`src/rtl/slp_seq_pkg.sv`:
```
package slp_seq_pkg;
  localparam int NPLANE = 4;
  localparam int STEP_W = $clog2(NPLANE + 2);

  typedef enum logic [2:0] {
    ST_S0  = 3'd0,
    ST_S1M = 3'd1,
    ST_S3  = 3'd2,
    ST_S4  = 3'd3,
    ST_S5  = 3'd4
  } slp_state_e;

  // Step 0: nothing asserted; step 1: warning only; step n>1: planes up to n-1
  function automatic logic [STEP_W-1:0] state_to_step(slp_state_e s);
    return (s == ST_S0) ? '0 : STEP_W'(s) + STEP_W'(1);
  endfunction
endpackage

```
`src/rtl/ovr_hold_timer.sv`:
```
module ovr_hold_timer #(
  parameter int OVR_TICKS = 131072
) (
  input  logic clk,
  input  logic rst_n,
  input  logic tick,
  input  logic held,
  output logic fire
);
  localparam int CW = $clog2(OVR_TICKS + 1);
  localparam logic [CW-1:0] LAST = CW'(OVR_TICKS - 1);
  localparam logic [CW-1:0] SAT  = CW'(OVR_TICKS);

  logic [CW-1:0] cnt;

  always_ff @(posedge clk) begin
    if (!rst_n || !held) begin
      cnt <= '0;
    end else if (tick && cnt != SAT) begin
      cnt <= cnt + CW'(1);
    end
  end

  // one pulse per hold: the counter saturates after the firing tick
  assign fire = held && tick && (cnt == LAST);
endmodule

```
`src/rtl/plane_stepper.sv`:
```
module plane_stepper
  import slp_seq_pkg::*;
(
  input  logic              clk,
  input  logic              rst_n,
  input  logic              tick,
  input  logic              force_deep,
  input  logic [STEP_W-1:0] tgt_step,
  output logic [STEP_W-1:0] step,
  output logic              warn_n,
  output logic [NPLANE-1:0] plane_n,
  output logic [2:0]        depth
);
  localparam logic [STEP_W-1:0] TOP = STEP_W'(NPLANE + 1);

  always_ff @(posedge clk) begin
    if (!rst_n) begin
      step <= '0;
    end else if (force_deep) begin
      step <= TOP;
    end else if (tick && step < tgt_step) begin
      step <= step + STEP_W'(1);
    end else if (tick && step > tgt_step) begin
      step <= step - STEP_W'(1);
    end
  end

  assign warn_n = (step == '0);

  for (genvar i = 0; i < NPLANE; i++) begin : g_plane
    assign plane_n[i] = !(step >= STEP_W'(i + 2));
  end

  assign depth = (step <= STEP_W'(1)) ? 3'd0 : 3'(step - STEP_W'(1));
endmodule

```
`src/rtl/sleep_plane_seq.sv`:
```
module sleep_plane_seq
  import slp_seq_pkg::*;
#(
  parameter int OVR_TICKS = 131072
) (
  input  logic       clk,
  input  logic       rst_n,
  input  logic       slow_tick,
  input  logic       req_valid,
  output logic       req_ready,
  input  logic [2:0] req_state,
  input  logic       pwr_btn_n,
  input  logic       therm_trip_n,
  input  logic       batt_low_n,
  input  logic       wake_evt,
  output logic       sus_stat_n,
  output logic       plane1_n,
  output logic       plane3_n,
  output logic       plane4_n,
  output logic       plane5_n,
  output logic [2:0] state_o,
  output logic       btn_evt
);
  slp_state_e        tgt;
  logic              lock_q;
  logic              btn_q;
  logic              press;
  logic              ovr_fire;
  logic              wake_ok;
  logic              code_ok;
  logic [STEP_W-1:0] step;
  logic [NPLANE-1:0] plane_n;

  assign press   = btn_q && !pwr_btn_n;
  assign wake_ok = batt_low_n && (press || (wake_evt && !lock_q));
  assign code_ok = (req_state != 3'd0) && (req_state <= 3'd4);
  assign req_ready = (tgt == ST_S0) && (step == '0) && therm_trip_n;

  ovr_hold_timer #(.OVR_TICKS(OVR_TICKS)) u_timer (
    .clk   (clk),
    .rst_n (rst_n),
    .tick  (slow_tick),
    .held  (!pwr_btn_n),
    .fire  (ovr_fire)
  );

  always_ff @(posedge clk) begin
    if (!rst_n) begin
      tgt     <= ST_S0;
      lock_q  <= 1'b0;
      btn_q   <= 1'b1;
      btn_evt <= 1'b0;
    end else begin
      btn_q   <= pwr_btn_n;
      btn_evt <= press && (tgt == ST_S0) && (step == '0) && therm_trip_n;
      if (!therm_trip_n) begin
        tgt <= ST_S5;
      end else if (ovr_fire) begin
        tgt    <= ST_S5;
        lock_q <= 1'b1;
      end else if (tgt != ST_S0 && wake_ok) begin
        tgt    <= ST_S0;
        lock_q <= 1'b0;
      end else if (req_valid && req_ready && code_ok) begin
        tgt <= slp_state_e'(req_state);
      end
    end
  end

  plane_stepper u_step (
    .clk        (clk),
    .rst_n      (rst_n),
    .tick       (slow_tick),
    .force_deep (!therm_trip_n),
    .tgt_step   (state_to_step(tgt)),
    .step       (step),
    .warn_n     (sus_stat_n),
    .plane_n    (plane_n),
    .depth      (state_o)
  );

  assign plane1_n = plane_n[0];
  assign plane3_n = plane_n[1];
  assign plane4_n = plane_n[2];
  assign plane5_n = plane_n[3];
endmodule

```
`config.mk`:
```
export PLATFORM = sky130hd
export DESIGN_NAME = sleep_plane_seq
export DESIGN_NICKNAME = d
export VERILOG_FILES = /design/src/rtl/slp_seq_pkg.sv /design/src/rtl/ovr_hold_timer.sv /design/src/rtl/plane_stepper.sv /design/src/rtl/sleep_plane_seq.sv
export SDC_FILE = /design/constraint.sdc
export NUM_CORES = 1
export LEC_CHECK = 0
export CELL_PAD_IN_SITES_DETAIL_PLACEMENT = 2
export CELL_PAD_IN_SITES_GLOBAL_PLACEMENT = 2
export CORE_MARGIN = 8
export CORE_UTILIZATION = 35
export CTS_BUF_LIST = sky130_fd_sc_hd__clkbuf_4 sky130_fd_sc_hd__clkbuf_8
export CTS_CLUSTER_DIAMETER = 120
export DETAILED_ROUTE_END_ITERATION = 10
export GPL_TIMING_DRIVEN = 0
export PLACE_DENSITY = 0.85
export SLEW_MARGIN = 20
export SYNTH_ARGS = -nofsm -noshare
export SYNTH_HDL_FRONTEND = slang
export SYNTH_HIERARCHICAL = 1
export SYNTH_SLANG_ARGS = --single-unit
```
`constraint.sdc`:
```
create_clock -name clk -period 2.8 [get_ports clk]
set_clock_uncertainty 0.1 [all_clocks]
set_input_delay 0.56 -clock clk [delete_from_list [all_inputs] [get_ports clk]]
set_output_delay 0.56 -clock clk [all_outputs]
set_load 0.02 [all_outputs]
```
* Word level (Yosys, flattened, before mapping)
Index checks and enable logic that the tools add are counted.
** Word-level totals
- Register bits :: 27
- Latch bits :: 0
- Memory bits (writable) :: 0
- Memory bits (read-only) :: 0
- Input port bits :: 11
- Output and inout bits :: 10
- Word-level logic and storage cells :: 72
- Memories :: 0
** Cells by class
- Add/sub/neg operators :: 4
- Multipliers :: 0
- Div/mod/pow operators :: 0
- $lt $le $gt $ge :: 8
- Eq/ne operators :: 4
- Shift operators :: 0
- Multiplexer cells :: 11
- Bitwise gates (word level) :: 2
- Reduce and logical (&&, ||, !) cells :: 35
** Operators with widths (number)
- 3-bit 2-to-1 mux :: 9
- 18-bit by 1-bit adder with 18-bit output (second input constant) :: 1
- 18-bit by 17-bit == test with 1-bit output (second input constant) :: 1
- 18-bit inequality test (second input constant) :: 1
- 1-bit logical AND :: 17
- 1-bit logical NOT :: 7
- 3-bit by 1-bit adder with 3-bit output (second input constant) :: 2
- 3-bit by 2-bit >= comparator with 1-bit output (second input constant) :: 2
- 3-bit >= comparator (second input constant) :: 2
- 3-bit logical NOT :: 2
- 3-bit nonzero test :: 2
- 4-bit by 1-bit inequality test with 1-bit output (second input constant) :: 1
- 2-bit AND reduction :: 2
- 2-bit nonzero test :: 2
- 4-bit OR reduction :: 1
- 3-bit > comparator :: 1
- 3-bit by 1-bit less-or-equal comparator with 1-bit output (second input constant) :: 1
- 3-bit less-or-equal comparator (second input constant) :: 1
- 3-bit < comparator :: 1
- 3-bit by 1-bit inequality test with 1-bit output (second input constant) :: 1
- 3-bit by 1-bit subtractor with 3-bit output (second input constant) :: 1
- 1-bit logical OR :: 2
- 1-bit 2-to-1 mux :: 2
- 1-bit inverter :: 2

* Logic depth before layout (Yosys ltp)
- Word-level depth :: 9
- Mapped depth :: 10
- Depth with buffers taken out :: 10

* Modules after synthesis
The synthesis kept the hierarchy.
** Modules (own cells, without submodules)
- ovr_hold_timer :: times used 1, cells an instance 110, area each 924.6 um^2, seq. area each 360.3 um^2
- plane_stepper :: times used 1, cells an instance 51, area each 421.7 um^2, seq. area each 60.1 um^2
- sleep_plane_seq :: times used 1, cells an instance 45, area each 389.1 um^2, seq. area each 120.1 um^2

* Worst setup path after synthesis
OpenSTA, ideal clock, no wires.
- Kind :: input to register
- Start :: in slow_tick
- End :: reg tgt[2]
- Setup time :: 0.086 ns
- Arrival :: 2.032 ns
- Setup slack :: 0.582 ns
- Stages on the path :: 6
- Path buffers :: 1
- Cell sequence :: clkbuf_1 nand2_1 nor3_1 nor4bb_1 nor2b_1 a221oi_2
** Between the ends
- Word-level cells in the longest chain between the ends :: 4
- Elaborated cells on any way between the ends :: 5
** RTL lines
- from (decl) :: RTL line sleep_plane_seq.sv:8 : input logic slow_tick,
- 1-bit logical AND * (2 in a row) :: RTL line ovr_hold_timer.sv:25 : assign fire = held && tick && (cnt == LAST);
- net ovr_fire :: RTL line sleep_plane_seq.sv:28 : logic ovr_fire;
- 3-bit 2-to-1 mux :: RTL line sleep_plane_seq.sv:58 : end else if (ovr_fire) begin
- 3-bit 2-to-1 mux :: RTL line sleep_plane_seq.sv:56 : if (!therm_trip_n) begin
- to (signal assigned) :: RTL line sleep_plane_seq.sv:65 : tgt <= slp_state_e'(req_state);
- to (decl) :: RTL line sleep_plane_seq.sv:24 : slp_state_e tgt;
Mark *: on every way through the listed nets, which the timed path passes. The rest lies on a longest branch.
A chain may end at the register's enable or synchronous reset.

* Worst setup path in the final report
- Start :: reg u_step.step[1]
- End :: out state_o[2]
** Between the ends
- Word-level cells in the longest chain between the ends :: 2
- Elaborated cells on any way between the ends :: 3
** RTL lines
- from (decl) :: RTL line plane_stepper.sv:9 : output logic [STEP_W-1:0] step,
- from (signal assigned) :: RTL line plane_stepper.sv:22 : step <= step + STEP_W'(1);
- from (signal assigned) :: RTL line plane_stepper.sv:24 : step <= step - STEP_W'(1);
- 3-bit by 1-bit subtractor with 3-bit output / 3-bit by 1-bit less-or-equal comparator with 1-bit output (equally long branches) :: RTL line plane_stepper.sv:34 : assign depth = (step <= STEP_W'(1)) ? 3'd0 : 3'(step - STEP_W'(1));
- 3-bit 2-to-1 mux * :: RTL line plane_stepper.sv:34
- to (decl) :: RTL line sleep_plane_seq.sv:21 : output logic [2:0] state_o,
Every way passes the cells marked *; elsewhere a longest branch is shown, timed or not.

==> flow_metrics.py <==
metrics = {
    "route": {
        "vias": 1630,
        "drt-total-wl_mm": 5.29,
        "first_iter_violations": 54,
        "vias_per_cell": 5.49,
        "drtAntennaViolNets": 0,
        "dr.pass1.iters": 4,
        "drc_errors": 0,
        "wl_per_cell_um": 17.8,
    },
    "setup_path": {
        "cp-start-kind": "flip-flop",
        "crit_required_ps": 2140,
        "slowest_stage": "clkdlybuf4s50_1",
        "max_stage_delay_ps": 630,
        "r2r_cells": 6,
        "criticalPathCategory": "flip-flop to primary output",
        "reg2reg_slack_ps": 480,
        "critical_path_buf_inv_count": 2,
        "critPathCaptureType": "primary output",
        "path_max_fanout": 11,
        "worstReg2RegEnd": "tgt[2]$_SDFFE_PN0P_",
        "path_cells": "inv_1 > ha_1 > a21oi_1 > nand3_1 > o21ai_0 > clkdlybuf4s50_1",
        "cp_top_family": "buffers and inverters",
        "regToRegStartpoint": "u_timer/cnt[1]$_SDFFE_PP0P_",
        "worst_ep_arrival_time_ps": 2030,
    },
    "synthesis": {
        "syn_inst": 206,
        "synth_top_area_share_pct": 31.1,
        "synth_edf_count": 0,
        "synth.cell_area_um2": 1740,
        "yosysSeqAreaShare_pct": 31.1,
        "ys_ff_latch": 27,
        "synthArstFlopShare_pct": 0,
        "synth-main-ff-cell": "dfxtp_1",
        "synth_nets": 230,
        "yosys-top-cells-area": "dfxtp_1 (31%), ha_1 (9.4%), xnor2_1 (4.5%)",
        "synth_warnings": 6,
        "synth.avg_cell_area_um2": 8.42,
        "synth_cell_types": 49,
        "yosysTopAreaCell": "dfxtp_1",
    },
    "clock_tree": {
        "post-cts-setup-buffers": 0,
        "ctsHoldBuffers": 0,
        "clockBufferDepth": 2,
        "clk_latency_ps": 280,
        "clk_pin_slew_ps": 100,
        "cts_tree": "built",
        "cts_buffers": 3,
        "root_buffer": "clkbuf_8",
        "cts_max_level": 1,
        "clock-sinks": 27,
    },
    "power": {
        "p_clk_share_pct": 25.9,
        "p_int_w": 0.000612,
        "power_w": 0.000899,
        "swShare_pct": 31.9,
        "ir_drop_v": 0.000173,
        "leakagePower_nw": 0.741,
        "comb_power_share_pct": 28.4,
        "power_switching_w": 0.000286,
        "seqPwrFrac_pct": 45.6,
        "cellPowerDensity_nw_per_um2": 430,
    },
    "flow_run": {
        "drv_cap": 0,
    },
    "die": {
        "die-area_um2": 7470,
        "chipWidth_um": 86.4,
        "pin_count": 21,
        "rows": 25,
        "start_util_pct": 36.5,
        "fp.coreArea_um2": 4750,
        "dieHeight_um": 86.4,
    },
    "global_routing": {
        "antenna_found_initial": 0,
        "grt_pass1_wl_mm": 9.09,
        "gr-usage-all-layers_pct": 15.1,
        "gr-total-overflow": 0,
        "grt_start_max_net_pins": 17,
        "grt_pass1_vias": 1800,
    },
    "place": {
        "preCtsSetupSlack_ps": -553,
        "port_buffers": 20,
        "dpl.cell_count": 293,
        "gp_congestion": 0.752,
        "dpl.hpwl_mm": 3.96,
    },
    "min_path": {
        "whs_path_depth": 2,
        "worstHoldStart": "u_timer/cnt[11]$_SDFFE_PP0P_",
        "hold_path_end": "u_timer/cnt[11]$_SDFFE_PP0P_",
        "hold_path_class": "flip-flop to flip-flop",
    },
    "layout": {
        "nNetsFinal": 255,
        "area_delta_synth_final_pct": 20.3,
        "drive_gt1_share_pct": 10.4,
        "fill_cells": 532,
        "final_util_pct": 43.9,
        "diodes": 0,
        "layout.cells.non_filler": 297,
    },
    "timing": {
        "hold_violations": 0,
        "setup_violations": 0,
        "max_freq_mhz": 372,
        "postLayoutSetupSlackWorst_ps": 109,
        "maxSlewViolCount": 0,
        "rsz0062_at_grt": "false",
        "timing.final.crit_period_ps": 2690,
        "min_period_over_period_pct": 96.1,
        "slew_headroom_pct": 66.3,
        "worst_pin_slew_ps": 506,
    },
    "status": {
        "status": "completed",
    },
}
-- placed cells by master, fill, tap and decap left out, drive strengths merged, types with 3 or more instances in the layout --
cell / n
and3: 3
o21ai: 7
nor2b: 5
o31ai: 4
nor4: 10
or4: 4
nand2: 16
xnor2: 9
nor2: 13
nor3: 4
nand2b: 4
nand4: 9
or3: 4
clkbuf: 8
clkdlybuf4s50: 18
dfxtp: 27
ha: 13
inv: 18
a211oi: 3
a21oi: 15
nand3: 4
nor4b: 3
-- flip-flops by register name, indices dropped and copies added, names as in the netlist --
signal       cells
u_timer/cnt     18
u_step/step      3
btn_evt          1
tgt              3
btn_q            1
lock_q           1
-- timing repair --
item / in CTS / in global routing
endpoints found under the hold margin: 0 / 0
gates resized for setup: 8 / 3
setup endpoints to repair: 10 / 7
gates cloned: 0 / 0
-- worst register-to-register path: stages (launching register included) --
cell and delay (ps):
dfxtp_1 490, ha_1 290, nand2_1 240, nor3_2 360, nor4bb_4 350, nor2b_1 120
a221oi_2 280
-- cell usage after synthesis (all sizes together) (2+ instances only) --
master / count
nand2b: 4
o21ai: 7
o21bai: 2
xnor2: 9
inv: 18
and2: 2
nor3: 4
nor4bb: 2
dfxtp: 27
a21oi: 15
o31ai: 4
mux2i: 2
nand3b: 2
nor4b: 3
and3: 3
nand3: 4
nor2: 13
nand2: 16
nand4: 9
clkbuf: 4
nor4: 10
ha: 13
or3: 4
a211oi: 3
or4: 4
nor2b: 5
a31oi: 2
-- worst max-delay path by stage --
stage          slack [ps]  cells past startpoint                   startpoint                   to
2_1_floorplan         580                      6                    slow_tick  tgt[2]$_SDFFE_PN0P_
6_report              110                      6  u_step/step[1]$_SDFFE_PP0P_           state_o[2]
3_3_place_gp         -550                      7                    slow_tick  tgt[2]$_SDFFE_PN0P_
3_5_place_dp         -550                      7                    slow_tick  tgt[2]$_SDFFE_PN0P_
5_1_grt                10                      6  u_step/step[1]$_SDFFE_PP0P_           state_o[2]
4_1_cts                 5                      6  u_step/step[1]$_SDFFE_PP0P_           state_o[2]
-- cell type report --
cell class	instances	area [um2]	area share [%]
tap	67	83.8	4.01
inverter	18	67.6	3.24
timing repair buffer	20	194	9.29
buffer	5	22.5	1.08
sequential	27	546	26.1
clock inverter	1	7.51	0.359
multi-input combinational	156	1130	53.9
clock buffer	3	41.3	1.98
-- per-stage QoR --
step	hold slack (ps)	cell area [um2]	TNS, ps
finish	444	2090	0
global route	462	2090	0
CTS	447	2080	0
detailed placement	417	2020	-2220
global placement	408	2020	-2160
floorplan	360	1740	0
-- cells by family after synthesis --
| family | after synthesis | share of synthesized area [%] |
|---|---|---|
| AND/OR/NAND/NOR | 89 | 30.9 |
| AO/OA/AOI/OAI | 41 | 16.7 |
| flip-flops | 27 | 31.1 |
| buffers and inverters | 23 | 5.12 |
| adder cells (fa/ha/maj) | 13 | 9.37 |
| XOR/XNOR | 10 | 5.05 |
| multiplexers | 3 | 1.80 |
-- power by group through the flow --
stage          clock network, W  registers (W)  logic, W
5_1_grt                0.000261       0.000413  0.000279
3_5_place_dp                  0       0.000419  0.000257
4_1_cts                0.000246       0.000411  0.000259
2_1_floorplan                 0       0.000413  0.000159
3_3_place_gp                  0       0.000418  0.000249
6_report               0.000233       0.000410  0.000256
-- layer usage --
metal | up-vias | share of wire, % | global-route usage, %
li1 | 797 | - | -
met4 | 0 | 1.0 | 4.69
met1 | 803 | 47 | 18.0
met5 | - | 0 | 0
met2 | 25 | 50 | 26.9
met3 | 5 | 2.8 | 2.27
Note: power is estimated with default switching activity, not from simulation.
